===== src/rtl/stat_irq_pkg.sv =====
// Package: address map and widths shared by the status/interrupt block.
// Assumes: a 3-bit register address space; unmapped addresses read as 0.
package stat_irq_pkg;
    localparam int ADDR_W = 3;
    localparam logic [ADDR_W-1:0] A_STAT0 = 3'd0;
    localparam logic [ADDR_W-1:0] A_STAT1 = 3'd1;
    localparam logic [ADDR_W-1:0] A_LIVE  = 3'd2;
    localparam logic [ADDR_W-1:0] A_MASK0 = 3'd4;
    localparam logic [ADDR_W-1:0] A_MASK1 = 3'd5;
endpackage


===== src/rtl/alarm_sync.sv =====
// Module: alarm_sync
// Brings one asynchronous alarm level into the clock domain through DEPTH
// flops, and also provides the synchronized value from one cycle earlier so
// that the next stage can detect changes.
// Assumes: DEPTH >= 1; synchronous active-low reset drives everything to 0.
module alarm_sync #(
    parameter int DEPTH = 2
) (
    input  logic clk,
    input  logic rst_n,
    input  logic d,
    output logic q,
    output logic q_prev
);
    logic [DEPTH-1:0] chain;
    logic             last;

    // Shift the raw level along the synchronizer chain.
    always_ff @(posedge clk) begin
        if (!rst_n) begin
            chain <= '0;
        end else begin
            chain[0] <= d;
            for (int i = 1; i < DEPTH; i++) begin
                chain[i] <= chain[i-1];
            end
        end
    end

    // Keep the previous synchronized value for change detection.
    always_ff @(posedge clk) begin
        if (!rst_n) last <= 1'b0;
        else        last <= chain[DEPTH-1];
    end

    assign q      = chain[DEPTH-1];
    assign q_prev = last;
endmodule


===== src/rtl/stat_bit.sv =====
// Module: stat_bit
// One status position: a sticky status flag and a separate interrupt-pending
// flag. IS_ALARM picks the source type. An alarm is synchronized, sets status
// while present, and sets pending on each change. An event is a synchronous
// pulse that sets both flags.
// Assumes: event pulses are synchronous to clk; set wins over clear.
module stat_bit #(
    parameter bit IS_ALARM   = 1'b0,
    parameter int SYNC_DEPTH = 2
) (
    input  logic clk,
    input  logic rst_n,
    input  logic src,
    input  logic clr,
    input  logic rd_hit,
    output logic stat_q,
    output logic pend_q
);
    logic set_now;
    logic trig;

    generate
        if (IS_ALARM) begin : g_alarm
            logic lvl, lvl_prev;
            alarm_sync #(.DEPTH(SYNC_DEPTH)) u_sync (
                .clk    (clk),
                .rst_n  (rst_n),
                .d      (src),
                .q      (lvl),
                .q_prev (lvl_prev)
            );
            assign set_now = lvl;
            assign trig    = lvl ^ lvl_prev;
        end else begin : g_event
            assign set_now = src;
            assign trig    = src;
        end
    endgenerate

    // Sticky status flag: cleared by host write, input set has priority.
    always_ff @(posedge clk) begin
        if (!rst_n) stat_q <= 1'b0;
        else        stat_q <= (stat_q & ~clr) | set_now;
    end

    // Pending flag: dropped by a host read, re-armed by any trigger.
    always_ff @(posedge clk) begin
        if (!rst_n) pend_q <= 1'b0;
        else        pend_q <= (pend_q & ~rd_hit) | trig;
    end

    assert_set_wins_R5: assert property (@(posedge clk) disable iff (!rst_n)
        set_now |=> stat_q);
    assert_clear_R4: assert property (@(posedge clk) disable iff (!rst_n)
        (clr && !set_now) |=> !stat_q);
    assert_pend_trig_R3: assert property (@(posedge clk) disable iff (!rst_n)
        trig |=> pend_q);
    assert_read_drop_R6: assert property (@(posedge clk) disable iff (!rst_n)
        (rd_hit && !trig) |=> !pend_q);
endmodule


===== src/rtl/stat_bank.sv =====
// Module: stat_bank
// One latched status register of W bits, its mask register and the bank's
// interrupt contribution. ALARM_SEL marks which bits are alarms.
// Assumes: clear vector, read hit and mask write come decoded from the top.
module stat_bank #(
    parameter int           W          = 8,
    parameter logic [W-1:0] ALARM_SEL  = '0,
    parameter int           SYNC_DEPTH = 2
) (
    input  logic         clk,
    input  logic         rst_n,
    input  logic [W-1:0] src,
    input  logic [W-1:0] clr_vec,
    input  logic         rd_hit,
    input  logic         mask_wr,
    input  logic [W-1:0] wdata,
    output logic [W-1:0] stat,
    output logic [W-1:0] mask,
    output logic         irq
);
    logic [W-1:0] pend;

    generate
        for (genvar b = 0; b < W; b++) begin : g_bit
            stat_bit #(
                .IS_ALARM   (ALARM_SEL[b]),
                .SYNC_DEPTH (SYNC_DEPTH)
            ) u_bit (
                .clk    (clk),
                .rst_n  (rst_n),
                .src    (src[b]),
                .clr    (clr_vec[b]),
                .rd_hit (rd_hit),
                .stat_q (stat[b]),
                .pend_q (pend[b])
            );
        end
    endgenerate

    // Mask register: host-written enables, 1 lets the bit interrupt.
    always_ff @(posedge clk) begin
        if (!rst_n)       mask <= '0;
        else if (mask_wr) mask <= wdata;
    end

    // Bank interrupt request from enabled pending bits.
    assign irq = |(pend & mask);

    assert_mask_load_R9: assert property (@(posedge clk) disable iff (!rst_n)
        mask_wr |=> (mask == $past(wdata)));
    assert_mask_hold_R9: assert property (@(posedge clk) disable iff (!rst_n)
        !mask_wr |=> $stable(mask));
endmodule


===== src/rtl/stat_irq_ctrl.sv =====
// Module: stat_irq_ctrl (top)
// Host register port over two latched status banks, their masks and a live
// real-time register, plus the shared active-low interrupt line.
// Assumes: rd_en/wr_en are single-cycle strobes synchronous to clk; read
// data is registered and holds between reads.
module stat_irq_ctrl
    import stat_irq_pkg::*;
#(
    parameter int               REG_W      = 8,
    parameter logic [REG_W-1:0] ALARM_SEL0 = 8'h0F,
    parameter logic [REG_W-1:0] ALARM_SEL1 = 8'h00,
    parameter int               SYNC_DEPTH = 2
) (
    input  logic              clk,
    input  logic              rst_n,
    input  logic [REG_W-1:0]  src0_in,
    input  logic [REG_W-1:0]  src1_in,
    input  logic [REG_W-1:0]  live_in,
    input  logic [ADDR_W-1:0] addr,
    input  logic              rd_en,
    input  logic              wr_en,
    input  logic [REG_W-1:0]  wr_data,
    output logic [REG_W-1:0]  rd_data,
    output logic              irq_n
);
    logic [REG_W-1:0] stat0, stat1, mask0, mask1;
    logic [REG_W-1:0] clr0, clr1;
    logic             irq0, irq1;
    logic [REG_W-1:0] rd_mux;

    // Decode host writes to status addresses into per-bit clears.
    assign clr0 = (wr_en && addr == A_STAT0) ? wr_data : '0;
    assign clr1 = (wr_en && addr == A_STAT1) ? wr_data : '0;

    stat_bank #(.W(REG_W), .ALARM_SEL(ALARM_SEL0), .SYNC_DEPTH(SYNC_DEPTH)) u_bank0 (
        .clk     (clk),
        .rst_n   (rst_n),
        .src     (src0_in),
        .clr_vec (clr0),
        .rd_hit  (rd_en && addr == A_STAT0),
        .mask_wr (wr_en && addr == A_MASK0),
        .wdata   (wr_data),
        .stat    (stat0),
        .mask    (mask0),
        .irq     (irq0)
    );

    stat_bank #(.W(REG_W), .ALARM_SEL(ALARM_SEL1), .SYNC_DEPTH(SYNC_DEPTH)) u_bank1 (
        .clk     (clk),
        .rst_n   (rst_n),
        .src     (src1_in),
        .clr_vec (clr1),
        .rd_hit  (rd_en && addr == A_STAT1),
        .mask_wr (wr_en && addr == A_MASK1),
        .wdata   (wr_data),
        .stat    (stat1),
        .mask    (mask1),
        .irq     (irq1)
    );

    // Select the register addressed by the host.
    always_comb begin
        case (addr)
            A_STAT0: rd_mux = stat0;
            A_STAT1: rd_mux = stat1;
            A_LIVE:  rd_mux = live_in;
            A_MASK0: rd_mux = mask0;
            A_MASK1: rd_mux = mask1;
            default: rd_mux = '0;
        endcase
    end

    // Registered read data, held between reads.
    always_ff @(posedge clk) begin
        if (!rst_n)     rd_data <= '0;
        else if (rd_en) rd_data <= rd_mux;
    end

    assign irq_n = ~(irq0 | irq1);

    assert_live_read_R8: assert property (@(posedge clk) disable iff (!rst_n)
        (rd_en && addr == A_LIVE) |=> (rd_data == $past(live_in)));
    assert_rd_hold_R10: assert property (@(posedge clk) disable iff (!rst_n)
        !rd_en |=> $stable(rd_data));
    assert_unmapped_R10: assert property (@(posedge clk) disable iff (!rst_n)
        (rd_en && (addr == 3'd3 || addr > A_MASK1)) |=> (rd_data == '0));
    assert_irq_off_R7: assert property (@(posedge clk) disable iff (!rst_n)
        (mask0 == '0 && mask1 == '0) |-> irq_n);
endmodule


===== config.mk =====
export PLATFORM = sky130hd
export DESIGN_NAME = stat_irq_ctrl
export DESIGN_NICKNAME = d
export VERILOG_FILES = /design/src/rtl/stat_irq_pkg.sv /design/src/rtl/alarm_sync.sv /design/src/rtl/stat_bit.sv /design/src/rtl/stat_bank.sv /design/src/rtl/stat_irq_ctrl.sv
export SDC_FILE = /design/constraint.sdc
export NUM_CORES = 1
export LEC_CHECK = 0
export BUFFER_PORTS_ARGS = -buffer_cell sky130_fd_sc_hd__buf_2
export CORE_AREA = 2 2 73 75
export DETAILED_ROUTE_END_ITERATION = 7
export DIE_AREA = 0 0 75 77
export PLACE_DENSITY = 0.82
export SYNTH_ARGS = -nofsm -noshare
export SYNTH_HDL_FRONTEND = slang
export SYNTH_SLANG_ARGS = --single-unit

===== constraint.sdc =====
create_clock -name clk -period 2.8 [get_ports clk]
set_input_delay 0.14 -clock clk [delete_from_list [all_inputs] [get_ports clk]]
set_output_delay 0.14 -clock clk [all_outputs]
set_load 0.1 [all_outputs]

==> metrics.csv, run 1 <==
stage;metric;value;unit
outcome;status;completed;
clock_network;cts.clk_slew.worst_paths;0.07;ns
global_route;grt_pass1_wl;10.3;mm
power;ir_drop;0.435;mV
worst_setup_path;cp-start-kind;register;
worst_setup_path;crit_type;register to output port;
floorplanning;rows;26;
clock_network;cts_made_buffers;9;
worst_setup_path;r2r-end;rd_data[3];
clock_network;clkLatencyLatePin;0.34;ns
synthesis;synth_top_cell_by_area;dfxtp_1;
worst_setup_path;rr_worst_depth;3;
cells_and_area;fillers;435;
clock_network;cts-root-buf;clkbuf_8;
placed_design;postPlaceCellArea;0.00308;sq mm
cells_and_area;fin_cells;393;
cells_and_area;final_net_count;358;
cells_and_area;fin_util;65.8;%
global_route;grt_usage;23.9;%
synthesis;synth_top_area_share;47.8;%
worst_setup_path;cp_cell_sequence;a22o_1 -> a221oi_1 -> and4_1 -> buf_2;
worst_setup_path;cpPeakStageDelay;0.43;ns
floorplanning;start_util;57.3;%
worst_setup_path;arrival;1.88;ns
timing;period_needed;2.02;ns
timing;finalHoldViolations;0;
worst_setup_path;cp_slowest_cell;buf_2;
worst_setup_path;rr_startpoint;u_bank0.mask[3];
clock_network;cts.sinks;68;
clock_network;h-tree-depth;3;
cells_and_area;multi_input_area;0.00138;sq mm
timing;fmax;496;MHz
floorplanning;coreArea;0.00498;sq mm
synthesis;syn-num-nets;316;
min_path;hold_path.class;primary input to register;
cells_and_area;antenna-diode-count;0;
synthesis;synth_edf_count;0;
placed_design;dp.cells;375;
global_route;grt_max_degree;69;
power;p_per_area;614;mW/mm^2
drt;wire_per_inst;16.8;microns
synthesis;synth_area_leaders;dfxtp_1, a21boi_0, mux2_2;
cells_and_area;drive_above_1_share;26.6;%
worst_setup_path;startpoint;u_bank0.g_bit[1].u_bit.pend_q;
floorplanning;die_h;77;microns
worst_setup_path;cp_max_fo;2;
clock_network;clock_path_buffers;2;
synthesis;ys.flop_type;dfxtp_1;
cells_and_area;design_area;0.00327;sq mm
clock_network;post_cts_buffers;0;
synthesis;synthDistinctLibCells;34;
worst_setup_path;worstPathRequired;2.66;ns
clock_network;cts_tree;done;
drt;ant_nets;0;
power;p_leak;0.00128;uW
timing;fin_skew;0.00555;ns
timing;fin_crit_sh;72.0;%
synthesis;synth-seq-cells;68;
placed_design;post-dp-hpwl;4.35;mm
synthesis;syn_area;0.00285;sq mm
worst_setup_path;critPathCaptureType;output port;
floorplanning;die-area;0.00578;sq mm
cells_and_area;seq_area;0.00136;sq mm
drt;viasPerCell;5.55;
drt;vias;2183;
timing;holdWs;0.00226;ns
run;max_cap_violations;0;
drt;drc;0;
global_route;grt-ovfl-total;0;
global_route;antenna_found_initial;0;
placed_design;place.gp.congestion;0.782;
global_route;grt_pass1_vias;2106;
timing;slew_viol_final;0;
timing;grt_setup_unrepaired;no;
timing;setup_violations;0;
synthesis;ys_warn_count;0;
drt;wl;6.58;mm
floorplanning;die_w;75;microns
synthesis;async_flop_share;0;%
cells_and_area;area_growth_syn_to_layout;14.9;%
clock_network;cts_resized;0;
timing;max_slew_margin;35.5;%
drt;drt_iter0_markers;178;
timing;setup_tns;0;ns
worst_setup_path;endpoint;irq_n;
synthesis;syn_area_per_cell;10.3;sq um
placed_design;port_buffers;47;
clock_network;cts_hold_buf;3;
worst_setup_path;reg2reg_slack;1.70;ns
drt;drtPass1Iterations;4;
floorplanning;ios;48;
timing;worst_pin_slew;0.968;ns
synthesis;ys_seq_area_share;47.8;%
synthesis;syn_inst;277;
[placed cells by master (no fill, tap or decap), types with 2 or more instances in the layout]
cell / Yosys / routed
clkbuf_1: 12 / 2
a221oi_1: 4 / 4
a21oi_1: 8 / 8
a22o_1: 4 / 4
mux2i_1: 10 / 10
o21a_1: 16 / 16
clkinv_2: 0 / 2
inv_1: 2 / 2
a32oi_1: 7 / 7
dlygate4sd3_1: 0 / 3
a31oi_1: 7 / 7
a21boi_0: 24 / 24
buf_2: 3 / 47
and4bb_2: 2 / 2
and2_1: 12 / 12
clkbuf_8: 0 / 11
nor2b_1: 25 / 25
a21oi_2: 8 / 8
xor2_1: 4 / 4
mux2_2: 14 / 14
o21ai_0: 7 / 7
and4_1: 2 / 2
dfxtp_1: 68 / 68
nand2_1: 23 / 23
[stage by stage]
stage / setup slack [ns] / power (uW)
6_report: 0.783 / 2010
5_1_grt: 0.762 / 2080
4_1_cts: 0.795 / 2020
3_5_place_dp: 1.17 / 1320
3_3_place_gp: 1.21 / 1310
2_1_floorplan: 1.12 / 1250
[layer usage]
layer | GRT usage (%) | up-vias | routed length [microns]
li1 | - | 1072 | -
met1 | 29.9 | 1026 | 2810
met2 | 38.9 | 66 | 3220
met3 | 5.91 | 19 | 348
met4 | 9.46 | 0 | 205
met5 | 0 | - | 0
[cells by family (layout without fill, tap and decap cells)]
kind of cell              Yosys count  in the layout  share of synthesized area, %
xor gates and xnor gates            4              4                          1.23
and+or+nand+nor                    73             73                          16.0
muxes                              24             24                          9.04
AOI/OAI and AO/OA                  87             87                          22.3
buffers and inverters              21             67                          3.69
DFF                                68             68                          47.8
[cells in the mapped netlist (all sizes together), types with 2 or more instances]
| library cell | number |
|---|---|
| dfxtp | 68 |
| nor2b | 25 |
| a21boi | 24 |
| nand2 | 23 |
| a21oi | 16 |
| o21a | 16 |
| mux2 | 14 |
| and2 | 12 |
| clkbuf | 12 |
| mux2i | 10 |
| a31oi | 7 |
| a32oi | 7 |
| buf | 7 |
| o21ai | 7 |
| a221oi | 4 |
| a22o | 4 |
| xor2 | 4 |
| and4 | 2 |
| and4bb | 2 |
| inv | 2 |
| nor4b | 2 |
[worst min path at each step]
stage                    start  depth (start not counted)                                        endpoint
floorplan           src0_in[4]                          1                   u_bank0.g_bit[4].u_bit.stat_q
global placement    src0_in[2]                          2  u_bank0.g_bit[2].u_bit.g_alarm.u_sync.chain[0]
detailed placement  src0_in[0]                          2  u_bank0.g_bit[0].u_bit.g_alarm.u_sync.chain[0]
CTS                 src0_in[1]                          2  u_bank0.g_bit[1].u_bit.g_alarm.u_sync.chain[0]
global route        src0_in[1]                          2  u_bank0.g_bit[1].u_bit.g_alarm.u_sync.chain[0]
finish              src0_in[1]                          2  u_bank0.g_bit[1].u_bit.g_alarm.u_sync.chain[0]
[worst max-delay path: cells and delay by family, from the launching register on]
| kind | cells | cell delay (ns) |
|---|---|---|
| AND/OR/NAND/NOR | 1 | 0.27 |
| flip-flops | 1 | 0.32 |
| buffers and inverters | 1 | 0.43 |
| AO/OA/AOI/OAI | 2 | 0.51 |
[layout make-up]
| class | instances | area share, % |
|---|---|---|
| clock buffers | 13 | 4.85 |
| clock inverters | 2 | 0.306 |
| inverters | 2 | 0.229 |
| multi-input cells | 188 | 42.3 |
| flip-flops and latches | 68 | 41.6 |
| well taps | 70 | 2.67 |
| repair buffers | 50 | 8.10 |
[flip-flops by register name, summed over array words and instances (netlist names)]
signal and cells:
u_bank1.g_bit.u_bit.pend_q 8, rd_data 8, u_bank0.g_bit.u_bit.g_alarm.u_sync.q_prev 4, u_bank1.mask 8
u_bank0.g_bit.u_bit.pend_q 8, u_bank0.g_bit.u_bit.g_alarm.u_sync.chain 8, u_bank1.g_bit.u_bit.stat_q 8, u_bank0.mask 8
u_bank0.g_bit.u_bit.stat_q 8
[where the power goes]
group          switching [uW]  total, uW  leakage [uW]  internal, uW
clock                     348        710     0.0000893           363
sequential               31.4       1050      0.000561          1020
combinational             155        252      0.000634          96.2
(Power assumes the default switching activity.)
==> inputs of run 2 (changes only) <==
--- a/config.mk
+++ b/config.mk
@@ -6,10 +6,10 @@
 export NUM_CORES = 1
 export LEC_CHECK = 0
 export BUFFER_PORTS_ARGS = -buffer_cell sky130_fd_sc_hd__buf_2
-export CORE_AREA = 2 2 73 75
+export CORE_AREA = 2 2 79 81
 export DETAILED_ROUTE_END_ITERATION = 7
-export DIE_AREA = 0 0 75 77
-export PLACE_DENSITY = 0.82
+export DIE_AREA = 0 0 81 83
+export PLACE_DENSITY = 0.74
 export SYNTH_ARGS = -nofsm -noshare
 export SYNTH_HDL_FRONTEND = slang
 export SYNTH_SLANG_ARGS = --single-unit
==> constraint.sdc (replaced) <==
create_clock -name clk -period 1.7 [get_ports clk]
set_input_delay 0.085 -clock clk [delete_from_list [all_inputs] [get_ports clk]]
set_output_delay 0.085 -clock clk [all_outputs]
set_load 0.1 [all_outputs]
==> run 2 against run 1 <==
Clock-buffer cell count did not move. Critical path type unchanged. Non-clock buffer count rose by 21. Power rose by 72%. Worst setup slack got worse by 0.74 ns. Register-to-register slack lost 1.1 ns. Sequential power grew 65%. Sequential share of layout area down 3.1 points. Die area is 16% higher. First-iteration DRC count up 12%. Combinational power is 85% higher. Highest routed layer unchanged. Sequential cell count did not move.
==> metrics.csv, run 2 (synthesis gave the netlist of run 1 again) <==
stage;metric;value;unit
worst_setup_path;r2r-end;rd_data[4];
power;p_leak;0.00141;uW
worst_setup_path;startpoint;u_bank0.mask[4];
cells_and_area;mostFrequentLayoutCell;dfxtp_1;
floorplanning;die-area;0.00672;sq mm
timing;setup_tns;0;ns
cells_and_area;antenna-diode-count;0;
clock_network;cts.clk_slew.worst_paths;0.07;ns
power;p_total;3450;uW
worst_setup_path;crit_type;register to output port;
power;ir_drop;0.677;mV
worst_setup_path;cp-start-kind;register;
floorplanning;start_util;49.0;%
clock_network;cts-root-buf;clkbuf_8;
clock_network;clock_path_buffers;2;
timing;fin_skew;0.00622;ns
drt;viasPerCell;5.47;
worst_setup_path;critPathCaptureType;output port;
timing;max_slew_margin;56.1;%
worst_setup_path;arrival;1.57;ns
global_route;grt-ovfl-total;0;
placed_design;post-dp-hpwl;4.67;mm
outcome;status;completed;
timing;worst_pin_slew;0.656;ns
placed_design;port_buffers;47;
cells_and_area;drive_above_1_share;29.9;%
worst_setup_path;cp_max_fo;2;
cells_and_area;fin_cells;420;
global_route;grt_usage;22.2;%
worst_setup_path;rr_worst_depth;4;
timing;finalHoldViolations;0;
placed_design;place.gp.congestion;0.804;
min_path;hold_path.class;primary input to register;
clock_network;cts.sinks;68;
timing;holdWs;0.0231;ns
worst_setup_path;endpoint;irq_n;
worst_setup_path;cp_cell_sequence;a22o_1 -> a221oi_2 -> and4_4 -> buf_12;
global_route;grt_pass1_wl;11.2;mm
drt;wire_per_inst;16.5;microns
floorplanning;coreArea;0.00582;sq mm
timing;period_needed;1.66;ns
cells_and_area;area_growth_syn_to_layout;24.5;%
run;max_cap_violations;0;
power;p_per_area;973;mW/mm^2
floorplanning;ios;48;
timing;slew_viol_final;0;
cells_and_area;final_net_count;379;
clock_network;cts_tree;done;
global_route;antenna_found_initial;0;
drt;drc;0;
worst_setup_path;cpPeakStageDelay;0.33;ns
global_route;grt_max_degree;35;
worst_setup_path;cp_slowest_cell;dfxtp_2;
cells_and_area;final_cell_mix;dfxtp_1, buf_2, nor2b_1, a21boi_0, nand2_1;
timing;setup_violations;0;
floorplanning;die_w;81;microns
drt;ant_nets;0;
drt;drt_iter0_markers;200;
clock_network;cts_made_buffers;9;
timing;grt_setup_unrepaired;yes;
floorplanning;die_h;83;microns
drt;vias;2298;
clock_network;clkLatencyLatePin;0.35;ns
placed_design;dp.cells;386;
drt;drtPass1Iterations;4;
worst_setup_path;worstPathRequired;1.62;ns
global_route;grt_pass1_vias;2266;
min_path;min_from;wr_data[3];
floorplanning;rows;28;
clock_network;h-tree-depth;3;
drt;wl;6.93;mm
timing;fin_crit_sh;97.6;%
worst_setup_path;rr_startpoint;u_bank0.mask[4];
timing;fmax;602;MHz
worst_setup_path;reg2reg_slack;0.57;ns
run 2: cell count changes in the layout (fill, tap and decap cells not counted), moves of 2 or more:
| cell | change |
|---|---|
| dfxtp_2 | +2 |
| a221oi_2 | +4 |
| clkinvlp_4 | +2 |
| buf_12 | +2 |
| buf_4 | +7 |
| a221oi_1 | -4 |
| dlygate4sd3_1 | +13 |
| dfxtp_1 | -2 |
run 2: repair_timing:
action | 4_1_cts | 5_1_grt
hold endpoints to repair | 26 | 0
buffers inserted | 0 | 2
hold buffers | 16 | 0
setup endpoints to repair | 1 | 1
gates resized for setup | 3 | 4
pin swaps | 1 | 2
run 2: worst min-delay path by stage:
| stage | end | slack, ns | cells after the start |
|---|---|---|---|
| after CTS | u_bank1.mask[3] | 0.02 | 3 |
| after global routing | u_bank1.mask[5] | 0.03 | 3 |
| after floorplan | u_bank0.g_bit[4].u_bit.stat_q | 0.21 | 1 |
| after global placement | u_bank0.g_bit[0].u_bit.g_alarm.u_sync.chain[0] | 0.29 | 2 |
| final | u_bank1.mask[3] | 0.02 | 3 |
| after detailed placement | u_bank0.g_bit[2].u_bit.g_alarm.u_sync.chain[0] | 0.29 | 2 |
run 2: cell type report:
class	count	area, sq um
fillers	504	2270
multi-input cells	188	1410
flip-flops and latches	68	1360
repair buffers	71	483
clock buffers	13	169
well taps	75	93.8
clock inverters	3	20.0
inverters	2	7.51
run 2: worst max-delay path: cells and delay by family, from the launching register on:
| kind | cells | cell delay, ns |
|---|---|---|
| compound gates | 2 | 0.45 |
| flops | 1 | 0.33 |
| buf+inv | 1 | 0.17 |
| simple gates | 1 | 0.28 |
run 2: metal layers:
layer	wire length, microns	track usage [%]
met5	0	0
met4	226	11.6
met3	397	4.89
met2	3200	33.3
met1	3100	29.4
run 2: stage by stage:
step	utilization [%]	setup slack, ns	area [sq um]
floorplan	-	0.0799	2850
global placement	54.2	0.302	3150
detailed placement	54.2	0.308	3150
CTS	60.5	0.00478	3520
global route	61.0	-0.00221	3550
finish	61.0	0.0402	3550
run 2: power by group:
part | switching [uW] | leakage (uW) | total, uW | internal (uW)
clock | 605 | 0.0000917 | 1250 | 647
combinational | 266 | 0.000756 | 466 | 200
sequential | 56.1 | 0.000562 | 1730 | 1680
